### src/rtl/mbe_pkg.sv
package mbe_pkg;
   typedef enum logic [2:0] {
      S_IDLE,
      S_UNL1,
      S_UNL2,
      S_SETUP,
      S_UNL3,
      S_UNL4,
      S_WIN,
      S_ERASE
   } seq_t;

   localparam logic [7:0] CODE_UNL_A = 8'hAA;
   localparam logic [7:0] CODE_UNL_B = 8'h55;
   localparam logic [7:0] CODE_SETUP = 8'h80;
endpackage

### src/rtl/mbe_strobe.sv
module mbe_strobe #(
   parameter int ADDR_W = 20,
   parameter int DATA_W = 8
) (
   input  logic              clk,
   input  logic              rst_n,
   input  logic              wr_n,
   input  logic [ADDR_W-1:0] wr_addr,
   input  logic [DATA_W-1:0] wr_data,
   output logic              fall_p,
   output logic              cmd_p,
   output logic              strobe_hi,
   output logic [ADDR_W-1:0] cmd_addr,
   output logic [DATA_W-1:0] cmd_data
);
   logic wr_q;
   logic fall_now, rise_now;

   assign fall_now  = wr_q & ~wr_n;
   assign rise_now  = ~wr_q & wr_n;
   assign strobe_hi = wr_q;

   always_ff @(posedge clk or negedge rst_n) begin
      if (!rst_n) begin
         wr_q     <= 1'b1;
         fall_p   <= 1'b0;
         cmd_p    <= 1'b0;
         cmd_addr <= '0;
         cmd_data <= '0;
      end else begin
         wr_q   <= wr_n;
         fall_p <= fall_now;
         cmd_p  <= rise_now;
         if (fall_now) cmd_addr <= wr_addr;
         if (rise_now) cmd_data <= wr_data;
      end
   end
endmodule

### src/rtl/mbe_blkmap.sv
module mbe_blkmap #(
   parameter int ADDR_W     = 20,
   parameter int BLK_LSB    = 12,
   parameter int SMALL_BITS = 3,
   parameter int LARGE_BITS = 5,
   parameter int NBLK       = 39
) (
   input  logic [ADDR_W-1:0] addr,
   output logic [NBLK-1:0]   onehot
);
   localparam int SMALL_N   = 1 << SMALL_BITS;
   localparam int LARGE_LSB = BLK_LSB + SMALL_BITS;
   localparam int IDX_W     = $clog2(NBLK);

   logic [SMALL_BITS-1:0] small_f;
   logic [LARGE_BITS-1:0] large_f;
   logic [IDX_W-1:0]      idx;

   assign small_f = addr[BLK_LSB +: SMALL_BITS];
   assign large_f = addr[LARGE_LSB +: LARGE_BITS];

   always_comb begin
      if (large_f == '0) idx = IDX_W'(small_f);
      else               idx = IDX_W'(large_f) + IDX_W'(SMALL_N - 1);
   end

   for (genvar b = 0; b < NBLK; b++) begin : g_bit
      assign onehot[b] = (idx == IDX_W'(b));
   end
endmodule

### src/rtl/mbe_wintimer.sv
module mbe_wintimer #(
   parameter int WIN_TICKS = 50
) (
   input  logic clk,
   input  logic rst_n,
   input  logic run,
   input  logic restart,
   input  logic count_en,
   input  logic tick,
   output logic expire
);
   localparam int CNT_W = (WIN_TICKS > 2) ? $clog2(WIN_TICKS) : 1;
   localparam logic [CNT_W-1:0] LAST = CNT_W'(WIN_TICKS - 1);

   logic [CNT_W-1:0] cnt;
   logic             step;

   assign step   = run && !restart && tick && count_en;
   assign expire = step && (cnt == LAST);

   always_ff @(posedge clk or negedge rst_n) begin
      if (!rst_n)              cnt <= '0;
      else if (restart || !run) cnt <= '0;
      else if (step)           cnt <= (cnt == LAST) ? '0 : cnt + 1'b1;
   end
endmodule

### src/rtl/mbe_collector.sv
module mbe_collector #(
   parameter int          ADDR_W     = 20,
   parameter int          DATA_W     = 8,
   parameter int          BLK_LSB    = 12,
   parameter int          SMALL_BITS = 3,
   parameter int          LARGE_BITS = 5,
   parameter int          UNL_W      = 11,
   parameter logic [10:0] UNL_ADDR_A = 11'h555,
   parameter logic [10:0] UNL_ADDR_B = 11'h2AA,
   parameter logic [7:0]  CODE_BLK   = 8'h30,
   parameter logic [7:0]  CODE_SUSP  = 8'hB0,
   parameter int          WIN_TICKS  = 50,
   localparam int         NBLK       = (1 << SMALL_BITS) + (1 << LARGE_BITS) - 1
) (
   input  logic              clk,
   input  logic              rst_n,
   input  logic              wr_n,
   input  logic [ADDR_W-1:0] wr_addr,
   input  logic [DATA_W-1:0] wr_data,
   input  logic              tick,
   input  logic              erase_done,
   output logic [NBLK-1:0]   blk_sel,
   output logic              erase_start,
   output logic              busy,
   output logic              abort_rd,
   output logic              suspend_req
);
   import mbe_pkg::*;

   if (DATA_W < 8) begin : g_bad_data
      $error("mbe_collector: DATA_W must be at least 8");
   end
   if (WIN_TICKS < 2) begin : g_bad_win
      $error("mbe_collector: WIN_TICKS must be at least 2");
   end
   if (ADDR_W != BLK_LSB + SMALL_BITS + LARGE_BITS) begin : g_bad_addr
      $error("mbe_collector: block field must end at the top address bit");
   end
   if (UNL_W > 11 || UNL_W > ADDR_W) begin : g_bad_unl
      $error("mbe_collector: UNL_W out of range");
   end

   logic              fall_p, cmd_p, strobe_hi;
   logic [ADDR_W-1:0] cmd_addr;
   logic [DATA_W-1:0] cmd_data;
   logic [NBLK-1:0]   blk_hit;
   logic              expire;
   logic              erasing;
   logic [7:0]        code;
   seq_t              st;

   mbe_strobe #(.ADDR_W(ADDR_W), .DATA_W(DATA_W)) u_strobe (
      .clk(clk), .rst_n(rst_n), .wr_n(wr_n), .wr_addr(wr_addr), .wr_data(wr_data),
      .fall_p(fall_p), .cmd_p(cmd_p), .strobe_hi(strobe_hi),
      .cmd_addr(cmd_addr), .cmd_data(cmd_data)
   );

   mbe_blkmap #(
      .ADDR_W(ADDR_W), .BLK_LSB(BLK_LSB), .SMALL_BITS(SMALL_BITS),
      .LARGE_BITS(LARGE_BITS), .NBLK(NBLK)
   ) u_map (
      .addr(cmd_addr), .onehot(blk_hit)
   );

   mbe_wintimer #(.WIN_TICKS(WIN_TICKS)) u_timer (
      .clk(clk), .rst_n(rst_n), .run(st == S_WIN), .restart(fall_p),
      .count_en(strobe_hi), .tick(tick), .expire(expire)
   );

   assign code    = cmd_data[7:0];
   assign erasing = (st == S_ERASE);
   assign busy    = (st == S_WIN) || erasing;

   function automatic logic at_unl(input logic [ADDR_W-1:0] a, input logic [10:0] ref_a);
      return a[UNL_W-1:0] == ref_a[UNL_W-1:0];
   endfunction

   always_ff @(posedge clk or negedge rst_n) begin
      if (!rst_n) begin
         st          <= S_IDLE;
         blk_sel     <= '0;
         erase_start <= 1'b0;
         abort_rd    <= 1'b0;
         suspend_req <= 1'b0;
      end else begin
         erase_start <= 1'b0;
         abort_rd    <= 1'b0;
         suspend_req <= 1'b0;
         case (st)
            S_IDLE:
               if (cmd_p && at_unl(cmd_addr, UNL_ADDR_A) && code == CODE_UNL_A) st <= S_UNL1;
            S_UNL1:
               if (cmd_p) st <= (at_unl(cmd_addr, UNL_ADDR_B) && code == CODE_UNL_B) ? S_UNL2 : S_IDLE;
            S_UNL2:
               if (cmd_p) st <= (at_unl(cmd_addr, UNL_ADDR_A) && code == CODE_SETUP) ? S_SETUP : S_IDLE;
            S_SETUP:
               if (cmd_p) st <= (at_unl(cmd_addr, UNL_ADDR_A) && code == CODE_UNL_A) ? S_UNL3 : S_IDLE;
            S_UNL3:
               if (cmd_p) st <= (at_unl(cmd_addr, UNL_ADDR_B) && code == CODE_UNL_B) ? S_UNL4 : S_IDLE;
            S_UNL4:
               if (cmd_p) begin
                  if (code == CODE_BLK) begin
                     blk_sel <= blk_hit;
                     st      <= S_WIN;
                  end else begin
                     st <= S_IDLE;
                  end
               end
            S_WIN:
               if (cmd_p) begin
                  if (code == CODE_BLK) begin
                     blk_sel <= blk_sel | blk_hit;
                  end else if (code == CODE_SUSP) begin
                     suspend_req <= 1'b1;
                  end else begin
                     abort_rd <= 1'b1;
                     blk_sel  <= '0;
                     st       <= S_IDLE;
                  end
               end else if (expire) begin
                  erase_start <= 1'b1;
                  st          <= S_ERASE;
               end
            S_ERASE: begin
               if (cmd_p && code == CODE_SUSP) suspend_req <= 1'b1;
               if (erase_done) begin
                  blk_sel <= '0;
                  st      <= S_IDLE;
               end
            end
            default: st <= S_IDLE;
         endcase
      end
   end
endmodule

### config.mk
export PLATFORM = sky130hd
export DESIGN_NAME = mbe_collector
export DESIGN_NICKNAME = d
export VERILOG_FILES = /design/src/rtl/mbe_pkg.sv /design/src/rtl/mbe_strobe.sv /design/src/rtl/mbe_blkmap.sv /design/src/rtl/mbe_wintimer.sv /design/src/rtl/mbe_collector.sv
export SDC_FILE = /design/constraint.sdc
export NUM_CORES = 1
export LEC_CHECK = 0
export ABC_CLOCK_PERIOD_IN_PS = 4100
export BUFFER_PORTS_ARGS = -buffer_cell sky130_fd_sc_hd__buf_4
export CAP_MARGIN = 20
export CORE_MARGIN = 4
export CORE_UTILIZATION = 37
export CTS_BUF_LIST = sky130_fd_sc_hd__clkbuf_2 sky130_fd_sc_hd__clkbuf_4 sky130_fd_sc_hd__clkbuf_8
export DETAILED_ROUTE_END_ITERATION = 8
export PLACE_DENSITY_LB_ADDON = 0.3
export REMOVE_ABC_BUFFERS = 1
export SYNTH_ARGS = -nofsm -noshare
export SYNTH_HDL_FRONTEND = slang
export SYNTH_HIERARCHICAL = 1
export SYNTH_SLANG_ARGS = --single-unit
### constraint.sdc
create_clock -name clk -period 4.1 [get_ports clk]
set_clock_uncertainty 0.15 [all_clocks]
set_input_delay 0.205 -clock clk [delete_from_list [all_inputs] [get_ports clk]]
set_output_delay 0.205 -clock clk [all_outputs]
set_load 0.02 [all_outputs]
==> flow_metrics.py <==
metrics = {
    "final_layout": {
        "drive_above_1_share": 0.297,
        "final-seq-area_um2": 2030,
        "layout-area-overhead-vs-synth_pct": 26.0,
        "n_fill_cell": 1027,
        "antenna_cells_inserted": 0,
        "mostFrequentLayoutCells": "sky130_fd_sc_hd__dfrtp_1, sky130_fd_sc_hd__buf_4, sky130_fd_sc_hd__nor2_1",
        "multi_input_comb_area_um2": 1930,
        "final_common_cell": "sky130_fd_sc_hd__dfrtp_1",
        "finish.instance_area_um2": 5320,
        "design.final.nets": 517,
    },
    "sta": {
        "fin_crit_sh": 0.705,
        "worst_slack_ns": 1.21,
        "finalCriticalPeriod_ns": 2.89,
        "maxSlewHeadroom": 0.538,
        "slew_violations": 0,
        "grt_setup_unrepaired": "false",
        "timing.fmax_mhz": 346,
        "final_hold_slack_ns": 0.0464,
        "report.final.hold_viol_count": 0,
        "worst_pin_slew_ns": 0.693,
        "final.setup.tns_ns": 0,
        "setup_viol": 0,
    },
    "clock_network": {
        "number_of_buffers_added_by_the_clock_tree_synthesis_step": 9,
        "clkSlewWorstSetupHoldPaths_ns": 0.09,
        "cts.sinks": 81,
        "post_cts_resized": 0,
        "cts_tree": "built",
        "cts.repair_timing.setup_buffer_count": 0,
        "insertion_delay_ns": 0.35,
        "clock_buffer_depth": 2,
        "clock_tree.htree_level_count": 3,
        "cts_hold_buffers": 29,
        "cell_at_the_root_of_the_clock_tree": "sky130_fd_sc_hd__clkbuf_8",
    },
    "die": {
        "die_area_um2": 13200,
        "floorplan.initialDensity": 0.384,
        "core_area_um2": 11000,
        "std_cell_rows": 38,
        "io-pin-count": 76,
        "die-width_um": 115,
        "die_span_y_um": 115,
    },
    "worst_setup_path": {
        "reg2reg_setup_slack_ns": 1.21,
        "path_class": "flip-flop to flip-flop",
        "cp_data_required_time_ns": 4.15,
        "setup.worst_path.start_class": "flip-flop",
        "crit_path_end_kind": "flip-flop",
        "worstPathArrival_ns": 2.94,
        "timing.critical_path.fanout_max": 12,
    },
    "power": {
        "power_leakage_nw": 2.37,
        "cellPowerDensity_nw_per_um2": 419,
        "peakVddDrop_mv": 0.171,
        "fin_total_pwr_mw": 2.23,
    },
    "synth": {
        "synth_area_um2": 4220,
        "ys_warn_count": 6,
        "post_synth.cell_area_avg_um2": 10.9,
        "synth_cells": 386,
    },
    "placement": {
        "routabilityCongestion": 0.864,
        "numPortBuffers": 74,
        "place.detailed.hpwl_um": 6860,
        "placement.setup.worst_slack_ns": 1.25,
        "placed_area_um2": 4770,
    },
    "global_route": {
        "gr-total-overflow": 0,
        "grt_pass1_wl_um": 16800,
        "number_of_antenna_violations_at_the_first_check_in_global_routing": 0,
        "grtUsageTotal": 0.160,
        "via_count_of_the_first_global_routing_pass": 3390,
        "pin_count_of_the_biggest_net_entering_global_routing": 82,
    },
    "hold_path": {
        "hold_class": "primary input to flip-flop",
    },
    "routing": {
        "drt-met1-wl_um": 4420,
        "initial_drt_pass_iterations": 4,
        "final_antenna_net_count": 0,
        "wl_met2_um": 4910,
        "initial_detailed_routing_violation_count": 165,
        "drc_errors": 0,
        "routed_wl_um": 9960,
        "post_drt_via_cell_ratio": 5.24,
        "route.vias.total": 3273,
        "detailroute.wirelength.met3_um": 460,
        "top_layer": "met4",
        "wl_per_cell_um": 15.9,
    },
    "run": {
        "max_cap_viol_count": 0,
    },
    "run_status": {
        "outcome": "complete, no violations",
    },
}
==> flip-flops by register name, summed over array words and instances (netlist names) <==
register	flops
u_strobe/cmd_data	8
abort_rd	1
u_strobe/cmd_addr	19
erase_start	1
st	3
blk_sel	39
u_strobe/strobe_hi	1
u_strobe/fall_p	1
u_timer/cnt	6
u_strobe/cmd_p	1
suspend_req	1
==> cell type report <==
type                    instances  area share
clock buffers                  12      0.0287
clock inverters                 3      0.0122
inverters                      19      0.0134
multi-input cells             264       0.363
flip-flops and latches         81       0.381
well taps                     140      0.0329
repair buffers                106       0.168
==> worst max-delay path, stage by stage (launching register included) <==
cell and delay [ns]:
sky130_fd_sc_hd__dfrtp_1 0.51, sky130_fd_sc_hd__inv_1 0.13, sky130_fd_sc_hd__ha_1 0.40, sky130_fd_sc_hd__nor4b_4 0.55
sky130_fd_sc_hd__nor3b_1 0.12, sky130_fd_sc_hd__a31oi_2 0.56, sky130_fd_sc_hd__nor3_1 0.14, sky130_fd_sc_hd__nor2_1 0.12
sky130_fd_sc_hd__a221oi_1 0.06
==> per-stage QoR <==
step / utilization / cells
2_1_floorplan: - / 364
3_3_place_gp: 0.434 / 579
3_5_place_dp: 0.434 / 579
4_1_cts: 0.481 / 623
5_1_grt: 0.484 / 625
6_report: 0.484 / 625
==> path summary, 6_finish.rpt <==
kind                                              startpoint                                end  cells after the start
setup / recovery           u_strobe/cmd_addr[15]$_DFFE_PN0P_             blk_sel[9]$_DFFE_PN0P_                      8
hold / removal                                          tick         u_timer/cnt[2]$_DFFE_PN0P_                      4
setup reg to reg           u_strobe/cmd_addr[15]$_DFFE_PN0P_             blk_sel[9]$_DFFE_PN0P_                      8
hold reg to reg                      blk_sel[20]$_DFFE_PN0P_            blk_sel[20]$_DFFE_PN0P_                      1
max in group asynchronous                              rst_n       u_strobe/strobe_hi$_DFF_PN1_                      3
min in group asynchronous                              rst_n  u_strobe/cmd_addr[15]$_DFFE_PN0P_                      2
==> layer usage <==
layer,track usage,vias up
met2,0.269,68
met3,0.0400,14
li1,-,1596
met1,0.198,1595
met4,0.0587,0
met5,0,-
==> power breakdown <==
group	internal, mW	switching, mW	leakage, nW
combinational	0.272	0.324	1.20
sequential	0.880	0.108	1.06
clock	0.370	0.276	0.113
No activity file was read; power rests on OpenSTA's default activity.
